### config.mk
export PLATFORM = sky130hd
export DESIGN_NAME = omc_bank
export DESIGN_NICKNAME = d
export VERILOG_FILES = /design/src/rtl/omc_pkg.sv /design/src/rtl/omc_glb_cfg.sv /design/src/rtl/omc_cell.sv /design/src/rtl/omc_bank.sv
export SDC_FILE = /design/constraint.sdc
export NUM_CORES = 1
export LEC_CHECK = 0
export ABC_AREA = 1
export BUFFER_PORTS_ARGS = -buffer_cell sky130_fd_sc_hd__buf_2
export CAP_MARGIN = 20
export CORE_AREA = 2 2 73 75
export DETAILED_ROUTE_END_ITERATION = 8
export DIE_AREA = 0 0 75 77
export PLACE_DENSITY = 0.58
export SLEW_MARGIN = 10
export SYNTH_ARGS = -nofsm -noshare
export SYNTH_HDL_FRONTEND = slang
export SYNTH_SLANG_ARGS = --single-unit
### constraint.sdc
create_clock -name pin1_i -period 1.6 [get_ports pin1_i]
set_clock_uncertainty 0.1 [all_clocks]
set_input_delay 0.24 -clock pin1_i [delete_from_list [all_inputs] [get_ports pin1_i]]
set_output_delay 0.24 -clock pin1_i [all_outputs]
set_load 0.03 [all_outputs]
### src/rtl/omc_pkg.sv
package omc_pkg;
  typedef enum logic [1:0] {
    M_BIDIR = 2'b00,
    M_FIN   = 2'b01,
    M_FOUT  = 2'b10,
    M_REG   = 2'b11
  } cell_mode_e;

  function automatic cell_mode_e decode_mode(input logic ac1, input logic ac2);
    return cell_mode_e'({ac1, ac2});
  endfunction
endpackage

### src/rtl/omc_glb_cfg.sv
module omc_glb_cfg #(
  parameter int N_CELLS = 8
) (
  input  logic [N_CELLS-1:0] is_reg_i,
  input  logic               pin1_i,
  input  logic               pin11_i,
  output logic               cfg_o,
  output logic               oe_shared_o,
  output logic               pin1_fb_o,
  output logic               pin11_fb_o
);
  assign cfg_o       = |is_reg_i;
  assign oe_shared_o = cfg_o & pin11_i;
  // dedicated pins only reach the array when not claimed as clock / enable
  assign pin1_fb_o   = ~cfg_o & pin1_i;
  assign pin11_fb_o  = ~cfg_o & pin11_i;
endmodule

### src/rtl/omc_cell.sv
module omc_cell
  import omc_pkg::*;
(
  input  logic clk_i,
  input  logic rst_ni,
  input  logic ar_i,
  input  logic sp_i,
  input  logic preload_en_i,
  input  logic preload_val_i,
  input  logic ac1_i,
  input  logic ac2_i,
  input  logic pol_i,
  input  logic sum_i,
  input  logic dir_i,
  input  logic oe_shared_i,
  input  logic pin_in_i,
  output logic pin_o,
  output logic pin_oe_o,
  output logic fb_o,
  output logic is_reg_o
);
  cell_mode_e mode;
  logic lvl, q, rst_n_eff, pin_val;

  assign mode      = decode_mode(ac1_i, ac2_i);
  assign is_reg_o  = (mode == M_REG);
  assign lvl       = pol_i ? sum_i : ~sum_i;
  assign rst_n_eff = rst_ni & ~ar_i;

  // clear > preload > preset > capture
  always_ff @(posedge clk_i or negedge rst_n_eff) begin
    if (!rst_n_eff)        q <= 1'b0;
    else if (preload_en_i) q <= preload_val_i;
    else if (sp_i)         q <= 1'b1;
    else if (is_reg_o)     q <= lvl;
  end

  always_comb begin
    unique case (mode)
      M_REG:   begin pin_o = q;   pin_oe_o = oe_shared_i; end
      M_BIDIR: begin pin_o = lvl; pin_oe_o = dir_i;       end
      M_FIN:   begin pin_o = lvl; pin_oe_o = 1'b0;        end
      default: begin pin_o = lvl; pin_oe_o = 1'b1;        end
    endcase
  end

  assign pin_val = pin_oe_o ? pin_o : pin_in_i;
  assign fb_o    = is_reg_o ? q : pin_val;

  always_comb begin
    if (rst_ni) begin
      p_fin_off_r4: assert (!(ac1_i == 1'b0 && ac2_i == 1'b1) || !pin_oe_o)
        else $error("fixed-input cell drives pin");
      p_fout_on_r5: assert (!(ac1_i == 1'b1 && ac2_i == 1'b0) || pin_oe_o)
        else $error("fixed-output cell not driving");
    end
  end

  p_clear_holds_r9: assert property (@(posedge clk_i) disable iff (!rst_ni)
    ($past(ar_i) && ar_i) |-> !q);
  p_preload_r11: assert property (@(posedge clk_i) disable iff (!rst_ni)
    (preload_en_i && !ar_i) |=> (ar_i || q == $past(preload_val_i)));
  p_preset_r8: assert property (@(posedge clk_i) disable iff (!rst_ni)
    (sp_i && !preload_en_i && !ar_i) |=> (ar_i || q));
  p_capture_r6: assert property (@(posedge clk_i) disable iff (!rst_ni)
    (is_reg_o && !sp_i && !preload_en_i && !ar_i) |=>
      (ar_i || q == ($past(pol_i) ? $past(sum_i) : ~$past(sum_i))));
endmodule

### src/rtl/omc_bank.sv
module omc_bank #(
  parameter int N_CELLS = 8
) (
  input  logic               rst_ni,
  input  logic               pin1_i,
  input  logic               pin11_i,
  input  logic [N_CELLS-1:0] ac1_i,
  input  logic [N_CELLS-1:0] ac2_i,
  input  logic [N_CELLS-1:0] pol_i,
  input  logic [N_CELLS-1:0] sum_i,
  input  logic [N_CELLS-1:0] dir_i,
  input  logic               sp_i,
  input  logic               ar_i,
  input  logic               preload_en_i,
  input  logic [N_CELLS-1:0] preload_val_i,
  input  logic [N_CELLS-1:0] pin_in_i,
  output logic [N_CELLS-1:0] pin_o,
  output logic [N_CELLS-1:0] pin_oe_o,
  output logic [N_CELLS-1:0] fb_o,
  output logic               glb_cfg_o,
  output logic               pin1_fb_o,
  output logic               pin11_fb_o
);
  logic [N_CELLS-1:0] is_reg;
  logic               oe_shared;

  omc_glb_cfg #(.N_CELLS(N_CELLS)) u_glb (
    .is_reg_i   (is_reg),
    .pin1_i     (pin1_i),
    .pin11_i    (pin11_i),
    .cfg_o      (glb_cfg_o),
    .oe_shared_o(oe_shared),
    .pin1_fb_o  (pin1_fb_o),
    .pin11_fb_o (pin11_fb_o)
  );

  for (genvar g = 0; g < N_CELLS; g++) begin : g_cell
    omc_cell u_cell (
      .clk_i        (pin1_i),
      .rst_ni       (rst_ni),
      .ar_i         (ar_i),
      .sp_i         (sp_i),
      .preload_en_i (preload_en_i),
      .preload_val_i(preload_val_i[g]),
      .ac1_i        (ac1_i[g]),
      .ac2_i        (ac2_i[g]),
      .pol_i        (pol_i[g]),
      .sum_i        (sum_i[g]),
      .dir_i        (dir_i[g]),
      .oe_shared_i  (oe_shared),
      .pin_in_i     (pin_in_i[g]),
      .pin_o        (pin_o[g]),
      .pin_oe_o     (pin_oe_o[g]),
      .fb_o         (fb_o[g]),
      .is_reg_o     (is_reg[g])
    );
  end

  always_comb begin
    if (rst_ni) begin
      p_cfg_mask_r7: assert (glb_cfg_o == |(ac1_i & ac2_i))
        else $error("global config disagrees with registered cells");
    end
  end
endmodule

Word-level counts from Yosys, hierarchy flattened --
Index checks and enable logic that the tools add are counted.
Word-level totals: flip-flop bits (word level) 8, bits in latches 0, bits in writable memories 0, bits in read-only memories 0, input bits 62, output and inout port bits 27, word-level logic and storage cells 119, memories 0
Operators by class: $add $sub $neg 0, $mul 0, divide/modulo/power cells 0, $lt $le $gt $ge 0, equal/unequal tests 16, shift-type cells 0, multiplexer cells 64, bitwise operators 14, reduce and logical (&&, ||, !) cells 17
Operators with widths (count):
- 1-bit two-way mux | 56
- 1-bit case mux with 3 select lines | 8
- 3-bit nonzero test | 8
- 2-bit by 1-bit equality test with 1-bit output (second input constant) | 8
- 2-bit equality test (second input constant) | 8
- 2-bit zero test | 8
- 1-bit inverter | 10
- 8-bit OR reduction | 1
- 1-bit AND | 4

Depth between registers and ports, before layout --
depth in word-level cells 6, depth in mapped cells 10, gate-level depth less buffers 9

Hierarchy --
From an unflattened synthesis, not the netlist that was laid out.
Second synthesis, totals: cells, all modules 269, area, all modules 1352.5 µm²
Modules (own cells, without submodules):
- omc_cell | instances 8, cells each 32, area each 162.7 µm², seq. area each 25.0 µm²
- omc_glb_cfg | instances 1, cells each 13, area each 51.3 µm², seq. area each 0.0 µm²

==> flow_summary.html <==
<table>
<tr><th>Metric</th><th>Value</th></tr>
<tr><th colspan="2">Power and ir drop</th></tr>
<tr><td>Standby leakage power</td><td>0.00114 uW</td></tr>
<tr><td>Power density of the placed cells</td><td>618 nW/um^2</td></tr>
<tr><td>PnR Total Power</td><td>1270 uW</td></tr>
<tr><td>Largest voltage drop on the vdd net</td><td>514 uV</td></tr>
<tr><th colspan="2">Synth</th></tr>
<tr><td>Unique masters post-synth</td><td>23</td></tr>
<tr><td>Largest cells by area after synthesis</td><td>sky130_fd_sc_hd__dfrtp_1, sky130_fd_sc_hd__buf_4, sky130_fd_sc_hd__nand2_1, sky130_fd_sc_hd__inv_1, sky130_fd_sc_hd__nor2_1</td></tr>
<tr><td>Number of instances in the synthesized netlist</td><td>195</td></tr>
<tr><td>Net count after synthesis</td><td>257</td></tr>
<tr><td>Commonest cells in the netlist</td><td>sky130_fd_sc_hd__nand2_1, sky130_fd_sc_hd__inv_1, sky130_fd_sc_hd__buf_4</td></tr>
<tr><td>Synth area leader</td><td>sky130_fd_sc_hd__dfrtp_1</td></tr>
<tr><td>Share of async-settable or async-resettable flops after synthesis</td><td>100%</td></tr>
<tr><td>Flip-flop and latch count after synthesis</td><td>8</td></tr>
<tr><td>Sequential fraction of the synthesis area</td><td>16.4%</td></tr>
<tr><td>Total standard cell area after synthesis</td><td>1220 um^2</td></tr>
<tr><td>Count of warnings emitted by yosys</td><td>0</td></tr>
<tr><td>Most frequent cell after synthesis</td><td>sky130_fd_sc_hd__nand2_1</td></tr>
<tr><td>Top FF cell, synth</td><td>sky130_fd_sc_hd__dfrtp_1</td></tr>
<tr><td>Avg Cell Area, Syn</td><td>6.28 um^2</td></tr>
<tr><td>EDFF count, synth</td><td>0</td></tr>
<tr><td>Proportion of netlist area held by the largest area contributor</td><td>16.4%</td></tr>
<tr><th colspan="2">Timing</th></tr>
<tr><td>Final setup viols</td><td>0</td></tr>
<tr><td>Setup repair after global routing missed its margin</td><td>true</td></tr>
<tr><td>Relative slew margins</td><td>72.5%</td></tr>
<tr><td>Worst Tran Pin Value</td><td>0.410 ns</td></tr>
<tr><td>Sum of negative setup slack</td><td>0 ns</td></tr>
<tr><td>Number of endpoints with negative hold slack in the final report</td><td>0</td></tr>
<tr><td>Fin. max-slew vios</td><td>0</td></tr>
<tr><th colspan="2">Worst setup path</th></tr>
<tr><td>Endpoint kind of the worst setup timing path</td><td>output port</td></tr>
<tr><td>Critical path class</td><td>clk -&gt; out</td></tr>
<tr><td>Arrival time of the worst setup path</td><td>1.23 ns</td></tr>
<tr><td>Required @ worst endpoint</td><td>1.26 ns</td></tr>
<tr><td>Nature of the critical path startpoint</td><td>clock port</td></tr>
<tr><td>Largest fanout of any net on the critical path</td><td>5</td></tr>
<tr><th colspan="2">Finish</th></tr>
<tr><td>Final core area utilization</td><td>41.2%</td></tr>
<tr><td>Largest registers</td><td>g_cell.u_cell.q: 8 flops</td></tr>
<tr><td>Relative area change from synthesis to final layout</td><td>67.5%</td></tr>
<tr><td>Layout cells sized above 1</td><td>53.0%</td></tr>
<tr><td>Fill cell instance count of the final layout</td><td>542</td></tr>
<tr><td>Final instance area</td><td>2050 um^2</td></tr>
<tr><td>Count of inserted antenna diode cells</td><td>0</td></tr>
<tr><td>Nets@finish</td><td>350</td></tr>
<tr><td>Max reg flops</td><td>8</td></tr>
<tr><td>Register with the most flip-flops</td><td>g_cell.u_cell.q</td></tr>
<tr><th colspan="2">Die</th></tr>
<tr><td>Floorplan row count</td><td>26</td></tr>
<tr><td>Die Outline Area</td><td>5780 um^2</td></tr>
<tr><td>Die outline height</td><td>77 um</td></tr>
<tr><td>IO Count</td><td>89</td></tr>
<tr><td>Core area</td><td>4980 um^2</td></tr>
<tr><td>Starting utilization of the core area</td><td>24.6%</td></tr>
<tr><td>X dimension of the die</td><td>75 um</td></tr>
<tr><th colspan="2">Detailed routing</th></tr>
<tr><td>Ratio of routed vias to standard cells</td><td>4.19</td></tr>
<tr><td>Post-route DRC violation count</td><td>0</td></tr>
<tr><td>First-pass iteration count of the detailed router</td><td>4</td></tr>
<tr><td>Total length of routed wires</td><td>3750 um</td></tr>
<tr><td>Overall via count from detail_route</td><td>1497</td></tr>
<tr><td>Routed length per instance</td><td>10.5 um</td></tr>
<tr><td>Iter 0 DRT Violations</td><td>29</td></tr>
<tr><td>Antenna-violating nets left</td><td>0</td></tr>
<tr><th colspan="2">Clock tree</th></tr>
<tr><td>Clock tree from TritonCTS</td><td>done</td></tr>
<tr><td>Buffer levels on the longest clock path</td><td>2</td></tr>
<tr><td># H-tree levels</td><td>1</td></tr>
<tr><td>Clock insertion delay at the later pin of the skew report</td><td>0.24 ns</td></tr>
<tr><td>Clock transition time at the flip-flop clock pins of the worst setup and hold paths</td><td>0.05 ns</td></tr>
<tr><td>Total CTS buffers</td><td>3</td></tr>
<tr><td>Clock Tree Root</td><td>sky130_fd_sc_hd__clkbuf_8</td></tr>
<tr><th colspan="2">GRT</th></tr>
<tr><td>Wire length of the first global-routing pass</td><td>5370 um</td></tr>
<tr><td>Overflow left after global routing</td><td>0</td></tr>
<tr><td>Number of antenna violations at the first check in global routing</td><td>0</td></tr>
<tr><td>Largest net degree at the start of global routing</td><td>11</td></tr>
<tr><td>Via count of the first global-routing pass</td><td>1272</td></tr>
<tr><td>Total routing resource utilization after global routing</td><td>12.0%</td></tr>
<tr><th colspan="2">Run</th></tr>
<tr><td>Count of max-cap constraint violations</td><td>0</td></tr>
<tr><th colspan="2">Placement</th></tr>
<tr><td>Placed wire-length estimate after detailed placement</td><td>2910 um</td></tr>
<tr><td>Number of buffers added on ports</td><td>88</td></tr>
<tr><td>Final weighted congestion in routability-driven placement</td><td>0.666</td></tr>
<tr><td>Instance area after placement</td><td>1710 um^2</td></tr>
<tr><th colspan="2">Status</th></tr>
<tr><td>Result of the run</td><td>finished, final reports clean</td></tr>
<tr><th colspan="2">Min path</th></tr>
<tr><td>Path class of the lowest-slack min-delay path</td><td>in -&gt; reg</td></tr>
</table>
## final cells by class
class	instances	area [um^2]	share of cell area, %
clock inverters	1	8.76	0.427
flip-flops and latches	8	200	9.77
multi-input cells	133	843	41.1
inverters	28	108	5.25
well taps	70	87.6	4.27
clock buffers	5	57.6	2.81
repair buffers	112	744	36.3
## per-stage QoR
stage               setup slack, ns  instances  hold slack, ns
floorplan                     0.158        195           0.104
global route                -0.0312        357           0.199
finish                       0.0260        357           0.179
detailed placement          -0.0253        348           0.186
global placement            -0.0158        348           0.201
CTS                        -0.00867        354           0.162
## kinds of logic (layout without fill, tap and decap cells)
group | count (synthesis) | after routing | share of synthesized area, %
AO/OA/AOI/OAI | 34 | 34 | 16.9
buffers and inverters | 54 | 146 | 24.7
AND/OR/NAND/NOR | 91 | 91 | 36.3
flip-flops | 8 | 8 | 16.4
XOR/XNOR | 8 | 8 | 5.73
## final timing paths
| kind | start | end | slack [ns] | cells after the start |
|---|---|---|---|---|
| worst max-delay path | pin1_i | pin1_fb_o | 0.03 | 5 |
| worst min-delay path | preload_val_i[2] | g_cell[2].u_cell.q | 0.18 | 3 |
| worst max register to register | g_cell[0].u_cell.q | g_cell[0].u_cell.q | 0.76 | 2 |
| worst min register to register | g_cell[3].u_cell.q | g_cell[3].u_cell.q | 0.42 | 2 |
| max in group asynchronous | rst_ni | g_cell[0].u_cell.q | 0.26 | 6 |
| min in group asynchronous | ar_i | g_cell[2].u_cell.q | 0.45 | 4 |
## report_power, final
group / internal [uW] / total [uW] / switching, uW
clock network: 208 / 350 / 142
registers: 222 / 231 / 9.37
logic: 289 / 685 / 396
## timing repair
action,in CTS,in global routing
endpoints found under the hold margin,8,0
hold buffers,2,0
setup endpoints to repair,5,9
resized for setup,8,71
pin swaps,0,25
setup buffers,0,3
## critical path, cell delays in order
cell,delay [ns]
sky130_fd_sc_hd__clkbuf_8,0.12
sky130_fd_sc_hd__buf_8,0.12
sky130_fd_sc_hd__clkinv_4,0.04
sky130_fd_sc_hd__nor2_2,0.03
sky130_fd_sc_hd__buf_6,0.12
## metal layers
layer	vias up	GRT usage, %	share of wire [%]
met5	-	0	0
met4	0	2.14	0.83
met3	4	2.89	5.8
met2	49	20.4	52
met1	657	15.1	41
li1	787	-	-
## layout by cell type (no fill, tap or decap), drive strengths merged, types with 3 or more instances in the layout
cell type  synthesis  routed
nand3             18      18
buf               24     112
nand2             46      46
dfrtp              8       8
nor2              26      26
xor2               4       4
o211ai             7       7
clkbuf             1       3
a21oi              4       4
inv               28      27
xnor2              4       4
o21bai             4       4
o21ai             16      16
(Power assumes the default switching activity.)
